===== config.mk =====
export PLATFORM = sky130hd
export DESIGN_NAME = sc_periph_regs
export DESIGN_NICKNAME = d
export VERILOG_FILES = /design/src/rtl/sc_periph_pkg.sv /design/src/rtl/sc_addr_decode.sv /design/src/rtl/sc_setclr_bank.sv /design/src/rtl/sc_irq_reduce.sv /design/src/rtl/sc_periph_regs.sv
export SDC_FILE = /design/constraint.sdc
export NUM_CORES = 1
export LEC_CHECK = 0
export BUFFER_PORTS_ARGS = -buffer_cell sky130_fd_sc_hd__buf_2
export CAP_MARGIN = 20
export CORE_MARGIN = 2
export CORE_UTILIZATION = 40
export CTS_BUF_LIST = sky130_fd_sc_hd__clkbuf_8
export DETAILED_ROUTE_END_ITERATION = 8
export PLACE_DENSITY = 0.77
export SLEW_MARGIN = 20
export SYNTH_ARGS = -nofsm -noshare
export SYNTH_HDL_FRONTEND = slang
export SYNTH_HIERARCHICAL = 1
export SYNTH_SLANG_ARGS = --single-unit

===== constraint.sdc =====
create_clock -name clk -period 2.4 [get_ports clk]
set_input_delay 0.48 -clock clk [delete_from_list [all_inputs] [get_ports clk]]
set_output_delay 0.48 -clock clk [all_outputs]
set_load 0.02 [all_outputs]

===== src/rtl/sc_periph_pkg.sv =====
package sc_periph_pkg;

  typedef enum logic [3:0] {
    SEL_NONE,
    SEL_CMD,
    SEL_MODE,
    SEL_ISET,
    SEL_ICLR,
    SEL_IMASK,
    SEL_STAT,
    SEL_ACK,
    SEL_CSET,
    SEL_CCLR,
    SEL_CSTATE
  } reg_sel_e;

  // Word index (byte offset / 4) to register select.
  function automatic reg_sel_e word_to_sel(input logic [15:0] widx);
    reg_sel_e s;
    case (widx)
      16'd0:   s = SEL_CMD;
      16'd1:   s = SEL_MODE;
      16'd2:   s = SEL_ISET;
      16'd3:   s = SEL_ICLR;
      16'd4:   s = SEL_IMASK;
      16'd5:   s = SEL_STAT;
      16'd6:   s = SEL_ACK;
      16'd7:   s = SEL_CSET;
      16'd8:   s = SEL_CCLR;
      16'd9:   s = SEL_CSTATE;
      default: s = SEL_NONE;
    endcase
    return s;
  endfunction

endpackage


===== src/rtl/sc_addr_decode.sv =====
module sc_addr_decode
  import sc_periph_pkg::*;
#(
  parameter int ADDR_W = 8
) (
  input  logic [ADDR_W-1:0] addr,
  input  logic              wr,
  input  logic              rd,
  output reg_sel_e          wr_sel,
  output reg_sel_e          rd_sel
);
  localparam int IDX_W = ADDR_W - 2;

  logic [15:0] widx;
  logic        unused_low;

  assign unused_low = ^addr[1:0];

  always_comb begin
    widx = '0;
    widx[IDX_W-1:0] = addr[ADDR_W-1:2];
  end

  always_comb begin
    wr_sel = wr ? word_to_sel(widx) : SEL_NONE;
    rd_sel = rd ? word_to_sel(widx) : SEL_NONE;
  end
endmodule


===== src/rtl/sc_setclr_bank.sv =====
module sc_setclr_bank #(
  parameter int W = 8
) (
  input  logic         clk,
  input  logic         rst_n,
  input  logic [W-1:0] sw_set,
  input  logic [W-1:0] sw_clr,
  input  logic [W-1:0] hw_set,
  output logic [W-1:0] q
);
  // Per bit: software clear beats software set, hardware set beats both.
  for (genvar b = 0; b < W; b++) begin : g_bit
    always_ff @(posedge clk) begin
      if (!rst_n)
        q[b] <= 1'b0;
      else if (hw_set[b])
        q[b] <= 1'b1;
      else if (sw_clr[b])
        q[b] <= 1'b0;
      else if (sw_set[b])
        q[b] <= 1'b1;
    end
  end
endmodule


===== src/rtl/sc_irq_reduce.sv =====
module sc_irq_reduce #(
  parameter int W = 8
) (
  input  logic         clk,
  input  logic         rst_n,
  input  logic [W-1:0] status,
  input  logic [W-1:0] mask,
  output logic         irq
);
  logic [W-1:0] gated;
  assign gated = status & mask;

  always_ff @(posedge clk) begin
    if (!rst_n) irq <= 1'b0;
    else        irq <= |gated;
  end
endmodule


===== src/rtl/sc_periph_regs.sv =====
module sc_periph_regs
  import sc_periph_pkg::*;
#(
  parameter int ADDR_W = 8,
  parameter int CMD_W  = 8,
  parameter int MODE_W = 12,
  parameter int STAT_W = 8,
  parameter int CHAN_W = 4
) (
  input  logic              clk,
  input  logic              rst_n,
  input  logic [ADDR_W-1:0] bus_addr,
  input  logic [31:0]       bus_wdata,
  input  logic [3:0]        bus_be,
  input  logic              bus_wr,
  input  logic              bus_rd,
  output logic [31:0]       bus_rdata,
  input  logic [STAT_W-1:0] hw_event,
  output logic [CMD_W-1:0]  cmd_pulse,
  output logic [MODE_W-1:0] mode_q,
  output logic [CHAN_W-1:0] chan_en,
  output logic              irq
);
  localparam logic [STAT_W-1:0] STAT_ZERO = '0;
  localparam logic [CHAN_W-1:0] CHAN_ZERO = '0;

  reg_sel_e          wr_sel, rd_sel;
  logic [STAT_W-1:0] mask_set, mask_clr, mask_q;
  logic [STAT_W-1:0] stat_clr, status_q;
  logic [CHAN_W-1:0] chan_set, chan_clr;
  logic [31:0]       rd_word;
  logic              unused_bus;

  assign unused_bus = ^{bus_be, bus_wdata};

  sc_addr_decode #(.ADDR_W(ADDR_W)) u_dec (
    .addr   (bus_addr),
    .wr     (bus_wr),
    .rd     (bus_rd),
    .wr_sel (wr_sel),
    .rd_sel (rd_sel)
  );

  assign mask_set = (wr_sel == SEL_ISET) ? bus_wdata[STAT_W-1:0] : STAT_ZERO;
  assign mask_clr = (wr_sel == SEL_ICLR) ? bus_wdata[STAT_W-1:0] : STAT_ZERO;
  assign stat_clr = (wr_sel == SEL_ACK)  ? bus_wdata[STAT_W-1:0] : STAT_ZERO;
  assign chan_set = (wr_sel == SEL_CSET) ? bus_wdata[CHAN_W-1:0] : CHAN_ZERO;
  assign chan_clr = (wr_sel == SEL_CCLR) ? bus_wdata[CHAN_W-1:0] : CHAN_ZERO;

  sc_setclr_bank #(.W(STAT_W)) u_mask (
    .clk(clk), .rst_n(rst_n),
    .sw_set(mask_set), .sw_clr(mask_clr), .hw_set(STAT_ZERO),
    .q(mask_q)
  );

  sc_setclr_bank #(.W(STAT_W)) u_stat (
    .clk(clk), .rst_n(rst_n),
    .sw_set(STAT_ZERO), .sw_clr(stat_clr), .hw_set(hw_event),
    .q(status_q)
  );

  sc_setclr_bank #(.W(CHAN_W)) u_chan (
    .clk(clk), .rst_n(rst_n),
    .sw_set(chan_set), .sw_clr(chan_clr), .hw_set(CHAN_ZERO),
    .q(chan_en)
  );

  sc_irq_reduce #(.W(STAT_W)) u_irq (
    .clk(clk), .rst_n(rst_n),
    .status(status_q), .mask(mask_q),
    .irq(irq)
  );

  // Command strobes: one cycle, only on a command write.
  always_ff @(posedge clk) begin
    if (!rst_n)
      cmd_pulse <= '0;
    else if (wr_sel == SEL_CMD)
      cmd_pulse <= bus_wdata[CMD_W-1:0];
    else
      cmd_pulse <= '0;
  end

  always_ff @(posedge clk) begin
    if (!rst_n)
      mode_q <= '0;
    else if (wr_sel == SEL_MODE)
      mode_q <= bus_wdata[MODE_W-1:0];
  end

  always_comb begin
    rd_word = '0;
    case (rd_sel)
      SEL_MODE:   rd_word[MODE_W-1:0] = mode_q;
      SEL_IMASK:  rd_word[STAT_W-1:0] = mask_q;
      SEL_STAT:   rd_word[STAT_W-1:0] = status_q;
      SEL_CSTATE: rd_word[CHAN_W-1:0] = chan_en;
      default:    rd_word = '0;
    endcase
  end

  always_ff @(posedge clk) begin
    if (!rst_n)
      bus_rdata <= '0;
    else if (bus_rd)
      bus_rdata <= rd_word;
  end
endmodule


Yosys cells after proc, flatten, opt, wreduce, memory -nomap -nowiden
Memories as Yosys holds them, arrays and structs flattened.
Cells that the tools add are included.
{"block": "classes", "n_eq_ne": 11, "mux": 28, "bitwise": 2, "reduce_logical": 23}
{"cell": "$mux W4", "count": 7}
{"cell": "$mux W8", "count": 3}
{"cell": "$reduce_or A2 Y1", "count": 12}
{"cell": "$eq A4 B3 Y1 const B", "count": 4}
{"cell": "$mux W1", "count": 16}
{"cell": "$pmux W4 S4", "count": 1}
{"cell": "$reduce_bool A2 Y1", "count": 8}
{"cell": "$eq A4 B2 Y1 const B", "count": 3}
{"cell": "$eq A4 B4 Y1 const B", "count": 3}
{"cell": "$logic_not A12 Y1", "count": 1}
{"cell": "$pmux W4 S3", "count": 1}
{"cell": "$and A8 B8 Y8", "count": 1}
{"cell": "$reduce_or A8 Y1", "count": 1}
{"cell": "$eq A4 B1 Y1 const B", "count": 1}
{"cell": "$reduce_and A2 Y1", "count": 1}
{"cell": "$not A1 Y1", "count": 1}
{"block": "totals", "register_bits": 53, "rom_bits": 128, "input_bits": 56, "word_cells": 90, "mem_count": 2}
{"name": "(name not given)", "depth": 16, "word_bits": 4, "read_ports": 1, "rd_ports_with_merged_regs": 0, "wr": 0, "line_no": "sc_periph_pkg.sv:20", "source": "case (widx)"}
{"name": "(name not given)", "depth": 16, "word_bits": 4, "read_ports": 1, "rd_ports_with_merged_regs": 0, "wr": 0, "line_no": "sc_periph_pkg.sv:20"}

Logic depth before layout (Yosys ltp)
Gate-level depths: netlist of the first run.
{"block": "depth", "ltp_word": 7, "depth_mapped": 9}

Modules after synthesis
The synthesis of the first run kept the hierarchy.
{"module": "sc_periph_regs", "n_inst": 1, "cells_per_inst": 209, "area_each_um2": 1818.0, "seq_area_each_um2": 640.6}
{"module": "sc_setclr_bank at u_mask ...", "n_inst": 2, "cells_per_inst": 25, "area_each_um2": 297.8, "seq_area_each_um2": 160.2}
{"module": "sc_addr_decode", "n_inst": 1, "cells_per_inst": 24, "area_each_um2": 182.7, "seq_area_each_um2": 0.0}
{"module": "sc_setclr_bank at u_chan", "n_inst": 1, "cells_per_inst": 12, "area_each_um2": 145.1, "seq_area_each_um2": 80.1}
{"module": "sc_irq_reduce", "n_inst": 1, "cells_per_inst": 7, "area_each_um2": 62.6, "seq_area_each_um2": 20.0}

Worst setup path before layout of the first run
No wires, ideal clock.
{"block": "synth_path", "path_kind": "input to register", "start": "input port bus_addr[7]", "end": "register bus_rdata[3]", "arrival_time_ns": 1.968, "path_slack_ns": 0.315, "cell_stages": 6, "path_buffers": 1, "cell_sequence": "or3b_1 a21oi_1 nor4b_4 buf_6 a221o_1 a22o_1"}
{"block": "synth_via", "elab_chain_cells": 5, "elab_cells_between_ends": 8}
{"element": "start, declared", "line_no": "sc_periph_regs.sv:12", "source": "input logic [ADDR_W-1:0] bus_addr,"}
{"element": "$logic_not A12 Y1 *", "line_no": "sc_periph_pkg.sv:20"}
{"element": "$mux W4 *", "line_no": "sc_periph_pkg.sv:20"}
{"element": "$mux W4 *", "line_no": "sc_addr_decode.sv:26", "source": "rd_sel = rd ? word_to_sel(widx) : SEL_NONE;"}
{"element": "named net rd_sel[0]", "line_no": "sc_periph_regs.sv:27", "source": "reg_sel_e wr_sel, rd_sel;"}
{"element": "$eq A4 B4 Y1 (tied with other cells)", "line_no": "sc_periph_regs.sv:93", "source": "case (rd_sel)"}
{"element": "$pmux W4 S4 *", "line_no": "sc_periph_regs.sv:93"}
{"element": "end signal, assigned", "line_no": "sc_periph_regs.sv:106", "source": "bus_rdata <= rd_word;"}
{"element": "end, declared", "line_no": "sc_periph_regs.sv:17", "source": "output logic [31:0] bus_rdata,"}
The timed path passes the listed nets; every way through them passes the cells marked *.
A chain may end at the register's enable or synchronous reset.

Worst setup path in the final report of the first run
{"block": "layout_path", "start": "input port bus_addr[5]", "end": "register bus_rdata[1]"}
{"block": "layout_via", "elab_chain_cells": 5, "elab_cells_between_ends": 8}
{"element": "$mem_v2 Z16 W4 *"}
{"element": "$mux W4 *", "line_no": "sc_periph_pkg.sv:20"}
{"element": "$mux W4 *", "line_no": "sc_addr_decode.sv:26"}
{"element": "named net rd_sel[2]", "line_no": "sc_periph_regs.sv:27"}
{"element": "$eq A4 B4 Y1 (tied with other cells)", "line_no": "sc_periph_regs.sv:93"}
{"element": "$pmux W4 S4 *", "line_no": "sc_periph_regs.sv:93"}
Marked as above.

==> results of run 1 <==
## per-layer routing
metal,up-vias,part of all wire,GRT usage
met5,-,0,0
met4,0,0.015,0.06014
met3,9,0.052,0.03864
met2,70,0.47,0.3037
met1,1169,0.46,0.2376
li1,1222,-,-
## final cells by class
class | count | area, µm²
fill | 672 | 3364
multi-input combinational | 266 | 1704
sequential | 53 | 1061
timing repair buffer | 78 | 420.4
tap | 96 | 120.1
clock buffer | 5 | 68.82
clock inverter | 3 | 43.79
inverter | 3 | 11.26
## cells by family after synthesis
family                     after synthesis  synth area share
DFF                                     53            0.3784
AOI/OAI and AO/OA                       76            0.2182
adders and majority gates                4           0.01785
buffers and inverters                   34           0.08210
other                                    1          0.001337
and+or+nand+nor                        134            0.3021
## power groups by stage
stage                     Combinational, mW  Sequential [mW]  Clock, mW
after floorplan                       0.143            0.960          0
after global placement                0.196            0.955          0
after detailed placement              0.201            0.956          0
after CTS                             0.202            0.935      0.642
after global routing                  0.224            0.940      0.678
final                                 0.203            0.935      0.629
## cell usage in the layout, fill, tap and decap left out, drive strengths merged, types with 5 or more instances in the layout
cell	Yosys	routed
conb	1	52
clkbuf	4	5
o311a	20	20
nand2	31	31
nand3b	12	12
nand2b	27	27
a21boi	16	16
dfxtp	53	53
buf	27	78
a21oi	12	12
and2	40	40
a22oi	8	8
a22o	8	8
## flip-flops by register name (all words and copies together) (netlist names)
name / cells
bus_rdata: 12
mode_q: 12
cmd_pulse: 8
u_mask/q: 8
u_stat/q: 8
u_chan/q: 4
u_irq/irq: 1
## final timing paths
path	from	end	slack, ns	cells past startpoint
worst max register to register	u_chan/q[1]	bus_rdata[1]	1.30	4
worst min register to register	bus_rdata[8]	bus_rdata[8]	0.47	2
worst max-delay path	bus_addr[5]	bus_rdata[1]	0.43	7
worst min-delay path	bus_wdata[10]	mode_q[10]	0.39	3
## metrics by stage
stage | utilization | hold WS [ns] | std cells
after floorplan | - | 0.5057 | 353
after global placement | 0.4882 | 0.4524 | 496
after detailed placement | 0.4882 | 0.4610 | 496
after CTS | 0.5048 | 0.3842 | 504
after global routing | 0.5048 | 0.3856 | 504
final | 0.5048 | 0.3859 | 504
## Yosys cell counts (all sizes together), types with 3 or more instances
cell type and number:
o21ai 4, a21oi 12, buf 27, a22o 8
nor3 4, nor4b 3, nand2b 27, ha 4
nand2 31, or3b 3, o311a 20, a22oi 8
and2 40, nand3 4, inv 3, dfxtp 53
a221o 4, nand3b 12, a21boi 16, clkbuf 4
## worst register-to-register path: stages, from the launching register on
cell	delay, ns
dfxtp_1	0.35
nand3b_1	0.10
a21oi_1	0.08
a221o_1	0.27
a22o_1	0.20
==> impl_metrics.ini, run 1 <==
[outcome]
status = completed

[grt]
grt_usage = 0.1832
grt_pass1_wl_um = 10960
grt_max_degree = 27
antenna_found_initial = 0
grt_pass1_vias = 2291
grt_overflow_total = 0

[synthesis]
synth.distinct_cells = 39
synth-edff-count = 0
synthArstFlopShare = 0
synthCells = 302
yosys_warnings = 6
synthTopCellsByArea = dfxtp_1 (38%), and2_1 (8.9%), o311a_1 (7.1%)
yosysSeqAreaShare = 0.3784
synthesis.area_um2 = 2804
synth_area_per_cell_um2 = 9.285
synth_top_cell_area_share = 0.3784
ys_ff_latch = 53
synthFlopType = dfxtp_1
synth_area_leader_cell = dfxtp_1

[final_layout]
antennaDiodeCount = 0
stdcell_area_um2 = 3430
drive_above_1_share = 0.2377
final_nets = 467
areaGrowthSynthToFinish_pct = 22.31

[sta]
tightest_slew_ns = 0.5504
finClkSkew_ns = 0.007986
hold_viol = 0
finalSetupViolations = 0
finalCritPeriodShare = 0.8188
maxSlewViolCount = 0
fin_setup_tns_ns = 0
rsz0062_at_grt = false
setup_slack_ns = 0.4349
period_minus_slack_ns = 1.965
slew_headroom = 0.6323
fmax_ghz = 0.5089

[power_and_ir_drop]
p_leak_nw = 1.540
intPower_mw = 1.302
pwr_density_cell_nw_per_um2 = 515.5
p_sw_frac = 0.2635
p_sw_mw = 0.4658
clkPwrFrac = 0.356
seqPwrFrac = 0.529
power.total_mw = 1.768
combPwrFrac = 0.115
ir_worst_vdd_mv = 0.2518

[worst_setup_path]
cp_num_buf_inv = 1
cp_top_family = compound AO/OA/AOI/OAI gates
worstPathCellList = buf_2 > nor3_1 > o2111a_1 > nand2b_2 > nor3b_4 > o21ba_2 > a22o_1
cpMaxStageDelayCell = o2111a_1
crit_required_ns = 2.67
crit_type = in2reg
crit_path_end_kind = flop
max_stage_delay_ns = 0.51
arrival_ns = 2.24
cp-start-kind = input port
path_max_fanout = 12

[cts]
cts_buffers = 5
ctsHoldBuffers = 0
postCtsSetupRepairBufs = 0
cts.sinks = 53
root_buffer = clkbuf_8
clk_latency_ns = 0.32
path_clk_slew_ns = 0.10
clockBufferDepth = 2
cts-resized-gates = 0
cts_tree = yes
h-tree-depth = 2

[hold_path]
hold_class = in2reg

[place]
dp_slack_ns = 0.1370
post_dp_cell_area_um2 = 3317
portBuffers = 66
place_hpwl_um = 5265
place_congestion = 0.7962

[drt]
ant_nets = 0
via_per_inst = 4.901
first_pass_iters = 4
wl_um = 6889
remaining_drc_errors = 0
routedWlPerCell_um = 13.67
route.vias.total = 2470
drtIter0Drc = 148

[floorplan]
core_um2 = 6794
fp.dieH_um = 87.73
dieArea_um2 = 7696
floorplan.initialDensity = 0.4127
die_x_um = 87.73
io_pins = 113
num_rows = 30

[run]
cap_violations = 0
Power figures use the tool's default switching activity.
==> run 2, diff against run 1 <==
--- a/config.mk
+++ b/config.mk
@@ -11,7 +11,7 @@
 export CORE_UTILIZATION = 40
 export CTS_BUF_LIST = sky130_fd_sc_hd__clkbuf_8
 export DETAILED_ROUTE_END_ITERATION = 8
-export PLACE_DENSITY = 0.77
+export PLACE_DENSITY = 0.8
 export SLEW_MARGIN = 20
 export SYNTH_ARGS = -nofsm -noshare
 export SYNTH_HDL_FRONTEND = slang
==> constraint.sdc (replaced) <==
create_clock -name clk -period 1.7 [get_ports clk]
set_input_delay 0.34 -clock clk [delete_from_list [all_inputs] [get_ports clk]]
set_output_delay 0.34 -clock clk [all_outputs]
set_load 0.02 [all_outputs]
==> run 2 against run 1 <==
Compared with the run above: the run now ends with negative setup slack left; utilization up 6.6 points; first-iteration DRC count down 11%; die area unchanged; clock power up 43%; worst setup slack worse by 0.48 ns; critical path depth up 1; worst hold slack worse by 0.12 ns; register-to-register slack worse by 0.70 ns; routed wire length up 8.2%; largest power group unchanged; total power up 46%; non-clock buffer count up 20; combinational power up 73%.
==> impl_metrics.ini, run 2 (synthesis gave the netlist of run 1 again) <==
[grt]
grt_usage = 0.1978
grt_pass1_wl_um = 11870
grt_pass1_vias = 2492
antenna_found_initial = 0
grt_max_degree = 27
grt_overflow_total = 0

[final_layout]
layout_commonest_cell = buf_2
multiInputGateArea_um2 = 1916
instances_no_fill = 524
mostFrequentLayoutCells = buf_2 (60), dfxtp_1 (53), conb_1 (52)
antennaDiodeCount = 0
stdcell_area_um2 = 3876
regArea_um2 = 1061
n_fill_cell = 610
final_nets = 487
reg_top3 = bus_rdata: 12 flops, mode_q: 12 flops
areaGrowthSynthToFinish_pct = 38.24
drive_above_1_share = 0.3411

[cts]
cts_buffers = 5
ctsHoldBuffers = 0
root_buffer = clkbuf_8
clockBufferDepth = 2
h-tree-depth = 2
cts_tree = yes
clk_latency_ns = 0.31
cts.sinks = 53
path_clk_slew_ns = 0.10

[power_and_ir_drop]
power.total_mw = 2.576
p_leak_nw = 1.672
pwr_density_cell_nw_per_um2 = 664.7
ir_worst_vdd_mv = 0.3389

[hold_path]
hold_class = in2reg

[floorplan]
core_um2 = 6794
dieArea_um2 = 7696
fp.dieH_um = 87.73
num_rows = 30
die_x_um = 87.73
floorplan.initialDensity = 0.4127
io_pins = 113

[worst_setup_path]
arrival_ns = 1.96
crit_path_end_kind = flop
crit_type = in2reg
cpMaxStageDelayCell = or3b_4
worstPathCellList = buf_6 > or3b_4 > a21oi_4 > buf_4 > nand3b_1 > a21oi_1 > a221o_1 > a22o_1
cp-start-kind = input port
max_stage_delay_ns = 0.44
crit_required_ns = 1.91
path_max_fanout = 7

[drt]
ant_nets = 0
drtIter0Drc = 132
route.vias.total = 2596
via_per_inst = 4.954
wl_um = 7454
remaining_drc_errors = 0
first_pass_iters = 4
routedWlPerCell_um = 14.23

[place]
post_dp_cell_area_um2 = 3510
portBuffers = 66
place_hpwl_um = 5557
place_congestion = 0.7767
dp_cells = 509
dp_slack_ns = -0.3893

[run]
cap_violations = 0

[sta]
slew_headroom = 0.5993
period_minus_slack_ns = 1.749
hold_viol = 0
maxSlewViolCount = 0
tightest_slew_ns = 0.5998
finalSetupViolations = 8
rsz0062_at_grt = true
fin_setup_tns_ns = -0.1246
finalCritPeriodShare = 1.029
finClkSkew_ns = 0.005859
fmax_ghz = 0.5718
setup_slack_ns = -0.04897

[outcome]
status = finished, violations left
violations = negative setup slack
## run 2: critical path, delay by kind of cell
kind	cells	cell delay, ns
and+or+nand+nor	2	0.55
buffers and inverters	2	0.26
AOI/OAI and AO/OA	4	0.80
## run 2: area by class of cell
class | instances | area share
inverters | 3 | 0.004196
clock buffers | 6 | 0.02130
flip-flops and latches | 53 | 0.2737
clock inverters | 2 | 0.009684
well taps | 96 | 0.03099
repair buffers | 98 | 0.1659
multi-input cells | 266 | 0.4942
## run 2: metal layers
metal | wire length (µm) | vias up | GRT usage
met5 | 0 | - | 0
met3 | 442 | 7 | 0.03864
met2 | 3701 | 85 | 0.3340
met4 | 75 | 0 | 0.07273
li1 | - | 1260 | -
met1 | 3235 | 1244 | 0.2501
## run 2: where the power goes
group	internal [mW]	total [mW]	leakage (nW)	switching, mW
registers	1.28	1.32	0.434	0.0405
clock network	0.479	0.900	0.0574	0.421
logic	0.153	0.352	1.18	0.199
total	1.92	2.58	1.67	0.661
## run 2: timing repair
item                       in CTS  in global routing
setup buffers                   2                  6
resized for setup              15                 33
pin swaps                       4                 16
setup endpoints to repair      20                 43
## run 2: final timing paths
path                        to  slack, ns         start  cells past startpoint
hold reg to reg   bus_rdata[8]       0.46  bus_rdata[8]                      2
hold / removal     u_stat/q[7]       0.27   hw_event[7]                      2
setup / recovery  bus_rdata[0]      -0.05   bus_addr[6]                      8
setup reg to reg  bus_rdata[3]       0.60   u_chan/q[3]                      4
## run 2: stage by stage
step,util,hold slack (ns)
2_1_floorplan,-,0.4526
3_3_place_gp,0.5166,0.4512
3_5_place_dp,0.5166,0.4531
4_1_cts,0.5446,0.2639
5_1_grt,0.5705,0.2459
6_report,0.5705,0.2692
==> run 3, diff against run 2 <==
--- a/config.mk
+++ b/config.mk
@@ -8,10 +8,10 @@
 export BUFFER_PORTS_ARGS = -buffer_cell sky130_fd_sc_hd__buf_2
 export CAP_MARGIN = 20
 export CORE_MARGIN = 2
-export CORE_UTILIZATION = 40
+export CORE_UTILIZATION = 30
 export CTS_BUF_LIST = sky130_fd_sc_hd__clkbuf_8
 export DETAILED_ROUTE_END_ITERATION = 8
-export PLACE_DENSITY = 0.8
+export PLACE_DENSITY = 0.65
 export SLEW_MARGIN = 20
 export SYNTH_ARGS = -nofsm -noshare
 export SYNTH_HDL_FRONTEND = slang
==> run 3 against run 2 <==
Compared with the run above: global-route usage is 5.1 points lower; total power shrank 6.3%; the flow still finishes with violations (negative setup slack); largest power group unchanged; worst hold slack lost 0.012 ns; sequential power hardly changed; count of clock-buffer cells in the layout shrank 1; via count shrank 2.3%; sequential cell count is the same; worst setup slack better by 0.045 ns.
==> impl_metrics.ini, run 3 (synthesis gave the netlist of run 1 again) <==
[outcome]
violations = negative setup slack
status = finished, violations left

[cts]
path_clk_slew_ns = 0.10
clockBufferDepth = 2
h-tree-depth = 2
cts_tree = yes
cts_buffers = 5
clk_latency_ns = 0.30
cts.sinks = 53
ctsHoldBuffers = 0
root_buffer = clkbuf_8

[worst_setup_path]
worstPathCellList = buf_8 > or3b_4 > a21oi_4 > buf_6 > nand3b_1 > a21oi_1 > a221o_1 > a22o_1
path_max_fanout = 6
arrival_ns = 1.91
crit_path_end_kind = flop
max_stage_delay_ns = 0.42
crit_required_ns = 1.91
crit_type = in2reg
cp_num_buf_inv = 2
cpMaxStageDelayCell = or3b_4
cp-start-kind = input port
cp_top_family = compound AO/OA/AOI/OAI gates

[drt]
route.vias.total = 2536
first_pass_iters = 4
wl_um = 7652
ant_nets = 0
remaining_drc_errors = 0
via_per_inst = 4.705
routedWlPerCell_um = 14.20
drtIter0Drc = 66

[place]
dp_slack_ns = -0.3590
place_hpwl_um = 5766
portBuffers = 66
place_congestion = 0.7902

[final_layout]
n_fill_cell = 929
layout_commonest_cell = buf_2
areaGrowthSynthToFinish_pct = 38.33
final_util = 0.4238
mostFrequentLayoutCells = buf_2 (60), dfxtp_1 (53), conb_1 (52)
reg_top3 = bus_rdata: 12 flops, mode_q: 12 flops
drive_above_1_share = 0.3645
final_nets = 487
antennaDiodeCount = 0

[run]
cap_violations = 0

[power_and_ir_drop]
pwr_density_cell_nw_per_um2 = 622.7
ir_worst_vdd_mv = 0.3252
p_leak_nw = 1.678

[grt]
grt_usage = 0.1465
grt_overflow_total = 0
grt_max_degree = 27
antenna_found_initial = 0
grt_pass1_vias = 2359
grt_pass1_wl_um = 11830

[sta]
fin_setup_tns_ns = -0.006708
setup_slack_ns = -0.003680
rsz0062_at_grt = true
finalSetupViolations = 2
finClkSkew_ns = 0.003004
maxSlewViolCount = 0
finalCritPeriodShare = 1.002
tightest_slew_ns = 0.5359
hold_viol = 0
slew_headroom = 0.6420
period_minus_slack_ns = 1.704
fmax_ghz = 0.5870

[floorplan]
die_x_um = 100.7
floorplan.initialDensity = 0.3064
fp.dieH_um = 100.7
num_rows = 35
dieArea_um2 = 10140
core_um2 = 9153
io_pins = 113

[hold_path]
hold_class = in2reg
-- run 3: cell types whose count changed in the layout (fill, tap and decap cells not counted), moves of 3 or more --
cell	delta
a21oi_2	+3
buf_6	-5
nand3_1	-3
o21ai_2	+4
o21ai_1	-4
nand3_2	+3
-- run 3: worst paths after layout --
path	from	end	slack (ns)	cells past startpoint
setup reg to reg	u_stat/q[3]	bus_rdata[3]	0.63	4
hold / removal	bus_wdata[10]	mode_q[10]	0.26	3
setup / recovery	bus_addr[4]	bus_rdata[1]	-0.004	8
hold reg to reg	bus_rdata[11]	bus_rdata[11]	0.47	2
-- run 3: layout make-up --
cell class | instances | area [µm²] | area share
Multi-Input combinational cell | 266 | 1909 | 0.4923
Sequential cell | 53 | 1061 | 0.2735
Timing Repair Buffer | 98 | 656.9 | 0.1694
Tap cell | 111 | 138.9 | 0.03581
Clock buffer | 5 | 68.82 | 0.01774
Inverter | 3 | 26.28 | 0.006774
Clock inverter | 3 | 17.52 | 0.004516
-- run 3: power breakdown --
group          internal [mW]  switching (mW)
Clock                  0.290           0.448
Combinational          0.153           0.199
Sequential              1.28          0.0418
-- run 3: routing by layer --
metal	up-vias	global-route usage	part of all wire
met5	-	0	0
met4	0	0.03583	0.0056
met3	4	0.02427	0.041
met2	61	0.2400	0.48
met1	1209	0.2007	0.47
li1	1262	-	-
-- run 3: repair_timing --
item / CTS / global route
setup endpoints to repair: 8 / 50
cloned: 0 / 0
resized for setup: 4 / 51
pin swaps: 6 / 22
buffers inserted: 0 / 5
-- run 3: tightest hold or removal path: stages --
cell and delay [ns]:
buf_2 0.09, nand2_1 0.05, a21boi_1 0.05
-- run 3: per-stage QoR --
stage          cell area (µm²)  cells  power, mW  hold slack [ns]
2_1_floorplan             3083    353      1.571           0.4526
3_3_place_gp              3556    526      1.661           0.4516
3_5_place_dp              3556    526      1.669           0.4628
4_1_cts                   3661    534      2.409           0.2512
5_1_grt                   3879    539      2.524           0.2606
6_report                  3879    539      2.415           0.2575
